**src/rtl/sio_pkg.sv**
```systemverilog
package sio_pkg;
  localparam int unsigned MAX_HALF = 4;

  // half shift-clock period in strobes; top bit alone picks slowest rate
  function automatic logic [2:0] half_ticks(input logic [1:0] rate);
    if (rate[1])      return 3'd4;
    else if (rate[0]) return 3'd2;
    else              return 3'd1;
  endfunction
endpackage

```
**src/rtl/sio_master_clk.sv**
```systemverilog
module sio_master_clk
  import sio_pkg::*;
(
  input  logic       clk_i,
  input  logic       rst_ni,
  input  logic       tick_i,
  input  logic       run_i,
  input  logic [1:0] rate_i,
  output logic       sk_o,
  output logic       rise_o,
  output logic       fall_o
);
  localparam int unsigned CNT_W = $clog2(MAX_HALF);

  logic [CNT_W-1:0] cnt_q;
  logic             sk_q;
  logic             wrap;

  assign wrap   = run_i && tick_i && ({1'b0, cnt_q} == half_ticks(rate_i) - 3'd1);
  assign rise_o = wrap && !sk_q;
  assign fall_o = wrap && sk_q;
  assign sk_o   = sk_q;

  always_ff @(posedge clk_i or negedge rst_ni) begin
    if (!rst_ni) begin
      cnt_q <= '0;
      sk_q  <= 1'b0;
    end else if (!run_i) begin
      cnt_q <= '0;
      sk_q  <= 1'b0;
    end else if (wrap) begin
      cnt_q <= '0;
      sk_q  <= !sk_q;
    end else if (tick_i) begin
      cnt_q <= cnt_q + 1'b1;
    end
  end
endmodule

```
**src/rtl/sio_slave_sync.sv**
```systemverilog
module sio_slave_sync #(
  parameter int unsigned STAGES = 2
) (
  input  logic clk_i,
  input  logic rst_ni,
  input  logic sk_i,
  input  logic si_i,
  output logic rise_o,
  output logic fall_o,
  output logic si_o
);
  // one extra flop on the clock path holds the previous level for edge detect
  logic [STAGES:0]   sk_q;
  logic [STAGES-1:0] si_q;

  generate
    if (STAGES == 1) begin : g_one
      always_ff @(posedge clk_i or negedge rst_ni) begin
        if (!rst_ni) begin
          sk_q <= '0;
          si_q <= '0;
        end else begin
          sk_q <= {sk_q[0], sk_i};
          si_q <= si_i;
        end
      end
    end else begin : g_many
      always_ff @(posedge clk_i or negedge rst_ni) begin
        if (!rst_ni) begin
          sk_q <= '0;
          si_q <= '0;
        end else begin
          sk_q <= {sk_q[STAGES-1:0], sk_i};
          si_q <= {si_q[STAGES-2:0], si_i};
        end
      end
    end
  endgenerate

  assign rise_o = sk_q[STAGES-1] && !sk_q[STAGES];
  assign fall_o = !sk_q[STAGES-1] && sk_q[STAGES];
  assign si_o   = si_q[STAGES-1];
endmodule

```
**src/rtl/sio_shift_core.sv**
```systemverilog
module sio_shift_core #(
  parameter int unsigned WIDTH = 8
) (
  input  logic             clk_i,
  input  logic             rst_ni,
  input  logic             en_i,
  input  logic             busy_set_i,
  input  logic             busy_clr_i,
  input  logic             load_i,
  input  logic [WIDTH-1:0] load_data_i,
  input  logic             rise_i,
  input  logic             fall_i,
  input  logic             bit_i,
  output logic [WIDTH-1:0] sreg_o,
  output logic             busy_o,
  output logic             shift_o
);
  localparam int unsigned CNT_W = $clog2(WIDTH);

  logic [WIDTH-1:0] sreg_q;
  logic [CNT_W-1:0] cnt_q;
  logic             busy_q;
  logic             smp_q;
  logic             keep;

  assign keep    = en_i && !busy_clr_i;
  assign shift_o = busy_q && keep && fall_i;

  always_ff @(posedge clk_i or negedge rst_ni) begin
    if (!rst_ni) begin
      busy_q <= 1'b0;
      cnt_q  <= '0;
    end else if (!keep) begin
      busy_q <= 1'b0;
    end else if (!busy_q && busy_set_i) begin
      busy_q <= 1'b1;
      cnt_q  <= '0;
    end else if (shift_o) begin
      cnt_q <= cnt_q + 1'b1;
      if (cnt_q == CNT_W'(WIDTH - 1)) busy_q <= 1'b0;
    end
  end

  always_ff @(posedge clk_i or negedge rst_ni) begin
    if (!rst_ni) begin
      sreg_q <= '0;
      smp_q  <= 1'b0;
    end else begin
      if (busy_q && rise_i) smp_q <= bit_i;
      if (shift_o)                sreg_q <= {sreg_q[WIDTH-2:0], smp_q};
      else if (!busy_q && load_i) sreg_q <= load_data_i;
    end
  end

  assign sreg_o = sreg_q;
  assign busy_o = busy_q;
endmodule

```
**src/rtl/sio_shifter.sv**
```systemverilog
module sio_shifter #(
  parameter int unsigned WIDTH       = 8,
  parameter int unsigned SYNC_STAGES = 2
) (
  input  logic             clk_i,
  input  logic             rst_ni,
  input  logic             tick_i,
  input  logic             en_i,
  input  logic             master_i,
  input  logic [1:0]       rate_i,
  input  logic             load_i,
  input  logic [WIDTH-1:0] load_data_i,
  input  logic             busy_set_i,
  input  logic             busy_clr_i,
  input  logic             sk_i,
  input  logic             si_i,
  output logic             sk_o,
  output logic             so_o,
  output logic [WIDTH-1:0] sreg_o,
  output logic             busy_o
);
  logic m_run, m_rise, m_fall;
  logic s_rise, s_fall, s_si;
  logic rise, fall, bit_in;
  logic shift_fire;

  assign m_run = en_i && master_i && busy_o;

  sio_master_clk i_mclk (
    .clk_i  (clk_i),
    .rst_ni (rst_ni),
    .tick_i (tick_i),
    .run_i  (m_run),
    .rate_i (rate_i),
    .sk_o   (sk_o),
    .rise_o (m_rise),
    .fall_o (m_fall)
  );

  sio_slave_sync #(.STAGES(SYNC_STAGES)) i_ssync (
    .clk_i  (clk_i),
    .rst_ni (rst_ni),
    .sk_i   (sk_i),
    .si_i   (si_i),
    .rise_o (s_rise),
    .fall_o (s_fall),
    .si_o   (s_si)
  );

  assign rise   = master_i ? m_rise : s_rise;
  assign fall   = master_i ? m_fall : s_fall;
  assign bit_in = master_i ? si_i   : s_si;

  sio_shift_core #(.WIDTH(WIDTH)) i_core (
    .clk_i       (clk_i),
    .rst_ni      (rst_ni),
    .en_i        (en_i),
    .busy_set_i  (busy_set_i),
    .busy_clr_i  (busy_clr_i),
    .load_i      (load_i),
    .load_data_i (load_data_i),
    .rise_i      (rise),
    .fall_i      (fall),
    .bit_i       (bit_in),
    .sreg_o      (sreg_o),
    .busy_o      (busy_o),
    .shift_o     (shift_fire)
  );

  assign so_o = sreg_o[WIDTH-1];
endmodule

```
**config.mk**
```make
export PLATFORM = sky130hd
export DESIGN_NAME = sio_shifter
export DESIGN_NICKNAME = d
export VERILOG_FILES = /design/src/rtl/sio_pkg.sv /design/src/rtl/sio_master_clk.sv /design/src/rtl/sio_slave_sync.sv /design/src/rtl/sio_shift_core.sv /design/src/rtl/sio_shifter.sv
export SDC_FILE = /design/constraint.sdc
export NUM_CORES = 1
export LEC_CHECK = 0
export ABC_CLOCK_PERIOD_IN_PS = 2400
export BUFFER_PORTS_ARGS = -buffer_cell sky130_fd_sc_hd__buf_2
export CAP_MARGIN = 20
export CELL_PAD_IN_SITES_DETAIL_PLACEMENT = 0
export CELL_PAD_IN_SITES_GLOBAL_PLACEMENT = 2
export CORE_MARGIN = 2
export CORE_UTILIZATION = 25
export DETAILED_ROUTE_END_ITERATION = 12
export MAX_ROUTING_LAYER = met4
export PLACE_DENSITY = 0.63
export SETUP_SLACK_MARGIN = 0.15
export SLEW_MARGIN = 20
export SYNTH_ARGS = -nofsm -noshare
export SYNTH_HDL_FRONTEND = slang
export SYNTH_SLANG_ARGS = --single-unit
```
**constraint.sdc**
```tcl
create_clock -name clk_i -period 2.4 [get_ports clk_i]
set_input_delay 0.24 -clock clk_i [delete_from_list [all_inputs] [get_ports clk_i]]
set_output_delay 0.24 -clock clk_i [all_outputs]
set_load 0.05 [all_outputs]
```
# == After elaboration in Yosys (flattened, before gate mapping) ==
# Cells that the tools add are included.
# totals
output_inout_bits,11
reg_bits,21
in_bits,20
# classes
n_eq_ne,6
add_sub_neg,3
reduce_logical,23
n_mux,18
# op_table
operator,n
2-to-1 mux 8 bit,2
logical AND 1 bit,14
2-to-1 mux 1 bit,9
2-to-1 mux 3 bit,3
2-to-1 mux 2 bit,4
"inequality test 3 bit, second input constant",2
zero test 1 bit,5
AND reduction 2 bit,2
nonzero test 2 bit,2
"adder 3 x 1 -> 3 bit, second input constant",1
equality test 2 x 3 -> 1 bit,1
"equality test 3 bit, second input constant",1
"inequality test 3 x 2 -> 1 bit, second input constant",1
"subtractor 3 x 1 -> 3 bit, second input constant",1
"adder 2 x 1 -> 2 bit, second input constant",1
"inequality test 2 bit, second input constant",1

# == Logic depth before layout (Yosys ltp) ==
# depth
ltp_word,11
ltp_mapped,7

# == Modules after synthesis ==
# From an unflattened synthesis, not the netlist that was laid out.
# unflattened
hier_cells,93
hier_area_um2,1059.8
# modules_own_cells
mod,cells_per_inst,area_per_inst_um2,n_inst
sio_shift_core,54,621.8,1
sio_master_clk,27,249.0,1
sio_slave_sync,7,140.1,1
sio_shifter,5,48.8,1

# == Worst setup path before layout ==
# No wires, ideal clock.
# synth_path
kind,input to register
start,input port rate_i[0]
end,"register i_core.sreg_q[0], in the netlist i_core.sreg_o[0]"
n_path_buf,1
path_slack_ns,0.426
required_time_ns,2.275
arrival_ns,1.849
stages,7
path_cell_list,or2_2 ha_1 xnor2_1 nor2_1 a31oi_2 buf_6 mux2_4
# synth_via
elab_chain_len,9
word_cells_on_any_way,10
classes_between,add/sub: 1; eq/ne: 1; mux: 4; reduce/logical: 4
# synth_lines
element,line,rtl
from (decl),sio_shifter.sv:10,"input logic [1:0] rate_i,"
2-to-1 mux 2 bit (*),sio_pkg.sv:7,else if (rate[0]) return 3'd2;
2-to-1 mux 3 bit (*),sio_pkg.sv:6,if (rate[1]) return 3'd4;
subtractor 3 x 1 -> 3 bit (*),sio_master_clk.sv:19,"assign wrap = run_i && tick_i && ({1'b0, cnt_q} == half_ticks(rate_i) - 3'd1);"
equality test 2 x 3 -> 1 bit (*),sio_master_clk.sv:19,
logical AND 1 bit (*),sio_master_clk.sv:19,
logical AND 1 bit (*),sio_master_clk.sv:21,assign fall_o = wrap && sk_q;
2-to-1 mux 1 bit (*),sio_shifter.sv:51,assign fall = master_i ? m_fall : s_fall;
logical AND 1 bit (*),sio_shift_core.sv:27,assign shift_o = busy_q && keep && fall_i;
2-to-1 mux 8 bit or nonzero test 2 bit (tied branches),-,
to (signal assigned),sio_shift_core.sv:50,"if (shift_o) sreg_q <= {sreg_q[WIDTH-2:0], smp_q};"
to (signal assigned),sio_shift_core.sv:51,else if (!busy_q && load_i) sreg_q <= load_data_i;
to (decl),sio_shift_core.sv:20,logic [WIDTH-1:0] sreg_q;
# Mark *: on every way between the ends. The rest lies on a longest branch, timed or not.
# A chain may end at the register's enable or synchronous reset.

# == Final worst setup path ==
# layout_path
start,input port rate_i[0]
end,"register i_core.sreg_q[2], in the netlist i_core.sreg_o[2]"
# Same word-level chain as after synthesis.

==> results.md <==
- CTS max path bufs: 2
- CTS H-tree depth: 1
- Vias in the first global route: 838
- #FFs+latches synth: 21
- Mapped Nets: 114
- P_int: 0.577 mW
- Via count: 776
- CTS root buffer: clkbuf_8
- Clock Sink Count: 21
- GRT Overall Usage: 0.0970
- Unrepaired setup endpoints after global routing: no
- Layout Utilization: 0.319
- Run status: completed
- Post-Syn Instances: 91
- Gr ovfl total: 0
- Register Area: 526 µm²
- Final hold viol count: 0
- Clock transition at the registers of the reported paths: 0.08 ns
- Setup_tns: 0 ns
- Post-synth top area cell: dfrtp_1
- Fmax: 0.521 GHz
- Slew @ Worst Pin: 0.480 ns
- CP max FO: 10
- Leakage power: 0.680 nW
- Maximum number of pins on one net before global-route repair: 22
- Max-slew violations: 0
- Worst Setup Path Type: primary input to flop
- Total wire length: 2.13 mm
- Core area: 4320 µm²
- Iteration-0 DRC Markers: 23
- # diodes: 0
- Reg2reg path depth: 5
- R2R Path End: i_core.sreg_o[5]$_DFFE_PN0P_
- Worst-Skew Late Latency: 0.25 ns
- Setup crit end: i_core.sreg_o[2]$_DFFE_PN0P_
- Die height: 70.6 µm
- Filler cell count in the final layout: 473
- Die Wd: 70.6 µm
- CTS tree: done
- Syn avg cell area: 12.2 µm²
- Placed Instances: 173
- Setup Skew: 0.00242 ns
- Multi-input logic area: 539 µm²
- Port Buffer Count: 30
- Power share of the combinational group: 0.242
- Die ar.: 4980 µm²
- Worst EP arrival: 2.06 ns
- Initial DRT Pass Iterations: 3
- Fin Hold WS: 0.0846 ns
- Period utilization: 0.800
- Switching portion of total power: 0.305
- Pwr/cell area: 602 nW/µm²
- Nets@finish: 150
- Slew headroom: 0.680
- First-pass GRT wire length: 3.79 mm
- Flop pwr share: 0.482
- DRC viols: 0
- CP Launch Point: rate_i[0]
- Total Power: 0.831 mW
- Wire per inst: 12.0 µm
- Reg2Reg Setup Slack: 0.67 ns
- Via density: 4.36
- Fin cells: 178
- Top cell type's share of synthesized area: 0.475
- Final setup fails: 0
- Num CTS Buffers: 3
- Final RePlAce weighted congestion: 0.679
- Netlist cell types: 28
- CP Capture Type: flop
- Max cap viols: 0
- Std-Cell Rows: 24
- HPWL after DPL: 1.69 mm
- Layout cells sized above 1: 0.468
- Final ANT Viol Nets: 0
- Cts repair resizes: 0
- Initial antenna violation count: 0
- Area contributors post-synth: dfrtp_1 47%, mux2_2 12%, mux2_4 8.1%
- Synth-to-layout area growth: 24.6%
- WP data required: 2.54 ns
- Sequential fraction of the synthesis area: 0.475
- Warnings from Yosys: 0
- Maximum vdd drop: 0.254 mV
- Commonest cells after routing, fill and taps aside: 30 x buf_2, 21 x dfrtp_1, 12 x mux2_2, 12 x nand2_1, 6 x mux2_4
- Net Sw Power: 0.253 mW
- Post-Syn Area: 1110 µm²
- Worst Hold Class: primary input to flop
- Setup crit start kind: primary input
- Worst r2r src: i_core.busy_o$_DFFE_PN0P_
- Clock share of power: 0.276
- Starting Density: 0.256
- Ports: 31
- Post-route minimum period: 1.92 ns
- Most common cell after layout, fill and taps aside: buf_2
[final cells by class]
class / instances / share of cell area
Timing Repair Buffer: 35 / 0.138
Multi-Input combinational cell: 62 / 0.391
Tap cell: 52 / 0.0471
Clock buffer: 4 / 0.0326
Sequential cell: 21 / 0.381
Inverter: 4 / 0.0109
[state kept, by name (all words and copies together), names as in the netlist]
signal         count
i_ssync.sk_q       3
i_core.smp_q       1
i_mclk.sk_o        1
i_mclk.cnt_q       2
i_core.cnt_q       3
i_core.busy_o      1
i_core.sreg_o      8
i_ssync.si_q       2
[logic make-up after synthesis]
group                    share of synthesized area
flip-flops                                   0.475
buffers and inverters                       0.0384
XOR/XNOR                                    0.0158
adder cells (fa/ha/maj)                     0.0339
multiplexers                                 0.240
AND/OR/NAND/NOR                              0.115
AO/OA/AOI/OAI                               0.0825
[Yosys cell counts (all sizes together)]
master  instances
dfrtp          21
mux2           18
nand2          12
buf             4
inv             4
mux2i           4
a21oi           3
ha              3
a211o           2
nand2b          2
nand4           2
nor2b           2
nor3            2
nor4            2
a21o            1
a31oi           1
nand3           1
nand3b          1
nor2            1
o221a           1
o41ai           1
or2             1
xnor2           1
xor2            1
[power by group through the flow]
stage | registers [mW] | logic [mW] | clock network (mW)
global route | 0.406 | 0.214 | 0.257
global placement | 0.409 | 0.200 | 0
CTS | 0.402 | 0.204 | 0.243
detailed placement | 0.409 | 0.202 | 0
floorplan | 0.469 | 0.0818 | 0
finish | 0.401 | 0.201 | 0.229
[layer usage]
| metal | up-vias | routed length (µm) | global-route usage |
|---|---|---|---|
| met3 | 2 | 64 | 0.0185 |
| met5 | - | 0 | - |
| li1 | 390 | - | - |
| met1 | 373 | 1030 | 0.125 |
| met4 | 0 | 20 | 0.0377 |
| met2 | 11 | 1020 | 0.152 |
[stage by stage]
step / setup WS [ns] / instance area [µm²]
2_1_floorplan: 0.426 / 1110
3_3_place_gp: 0.238 / 1330
3_5_place_dp: 0.183 / 1330
4_1_cts: 0.473 / 1380
5_1_grt: 0.368 / 1380
6_report: 0.480 / 1380
[worst max-delay path, stage by stage]
cell and delay [ns]:
buf_2 0.11, or2_2 0.29, ha_1 0.34, xnor2_1 0.21, nor2_1 0.11, a31oi_2 0.18, buf_4 0.23, mux2_2 0.35
[worst min-delay path by stage]
stage / start / depth (start not counted) / slack (ns) / to
3_3_place_gp: rst_ni / 1 / 0.23 / i_core.cnt_q[0]$_DFFE_PN0P_
4_1_cts: sk_i / 1 / 0.08 / i_ssync.sk_q[0]$_DFF_PN0_
3_5_place_dp: rst_ni / 1 / 0.23 / i_core.cnt_q[0]$_DFFE_PN0P_
5_1_grt: sk_i / 1 / 0.08 / i_ssync.sk_q[0]$_DFF_PN0_
2_1_floorplan: rst_ni / 0 / -0.06 / i_core.busy_o$_DFFE_PN0P_
6_report: sk_i / 1 / 0.08 / i_ssync.sk_q[0]$_DFF_PN0_
[timing repair]
| action | in CTS | in global routing |
|---|---|---|
| hold endpoints to repair | 21 | 0 |
| setup buffers | 0 | 0 |
| hold buffers | 1 | 0 |
(Power assumes the default switching activity.)
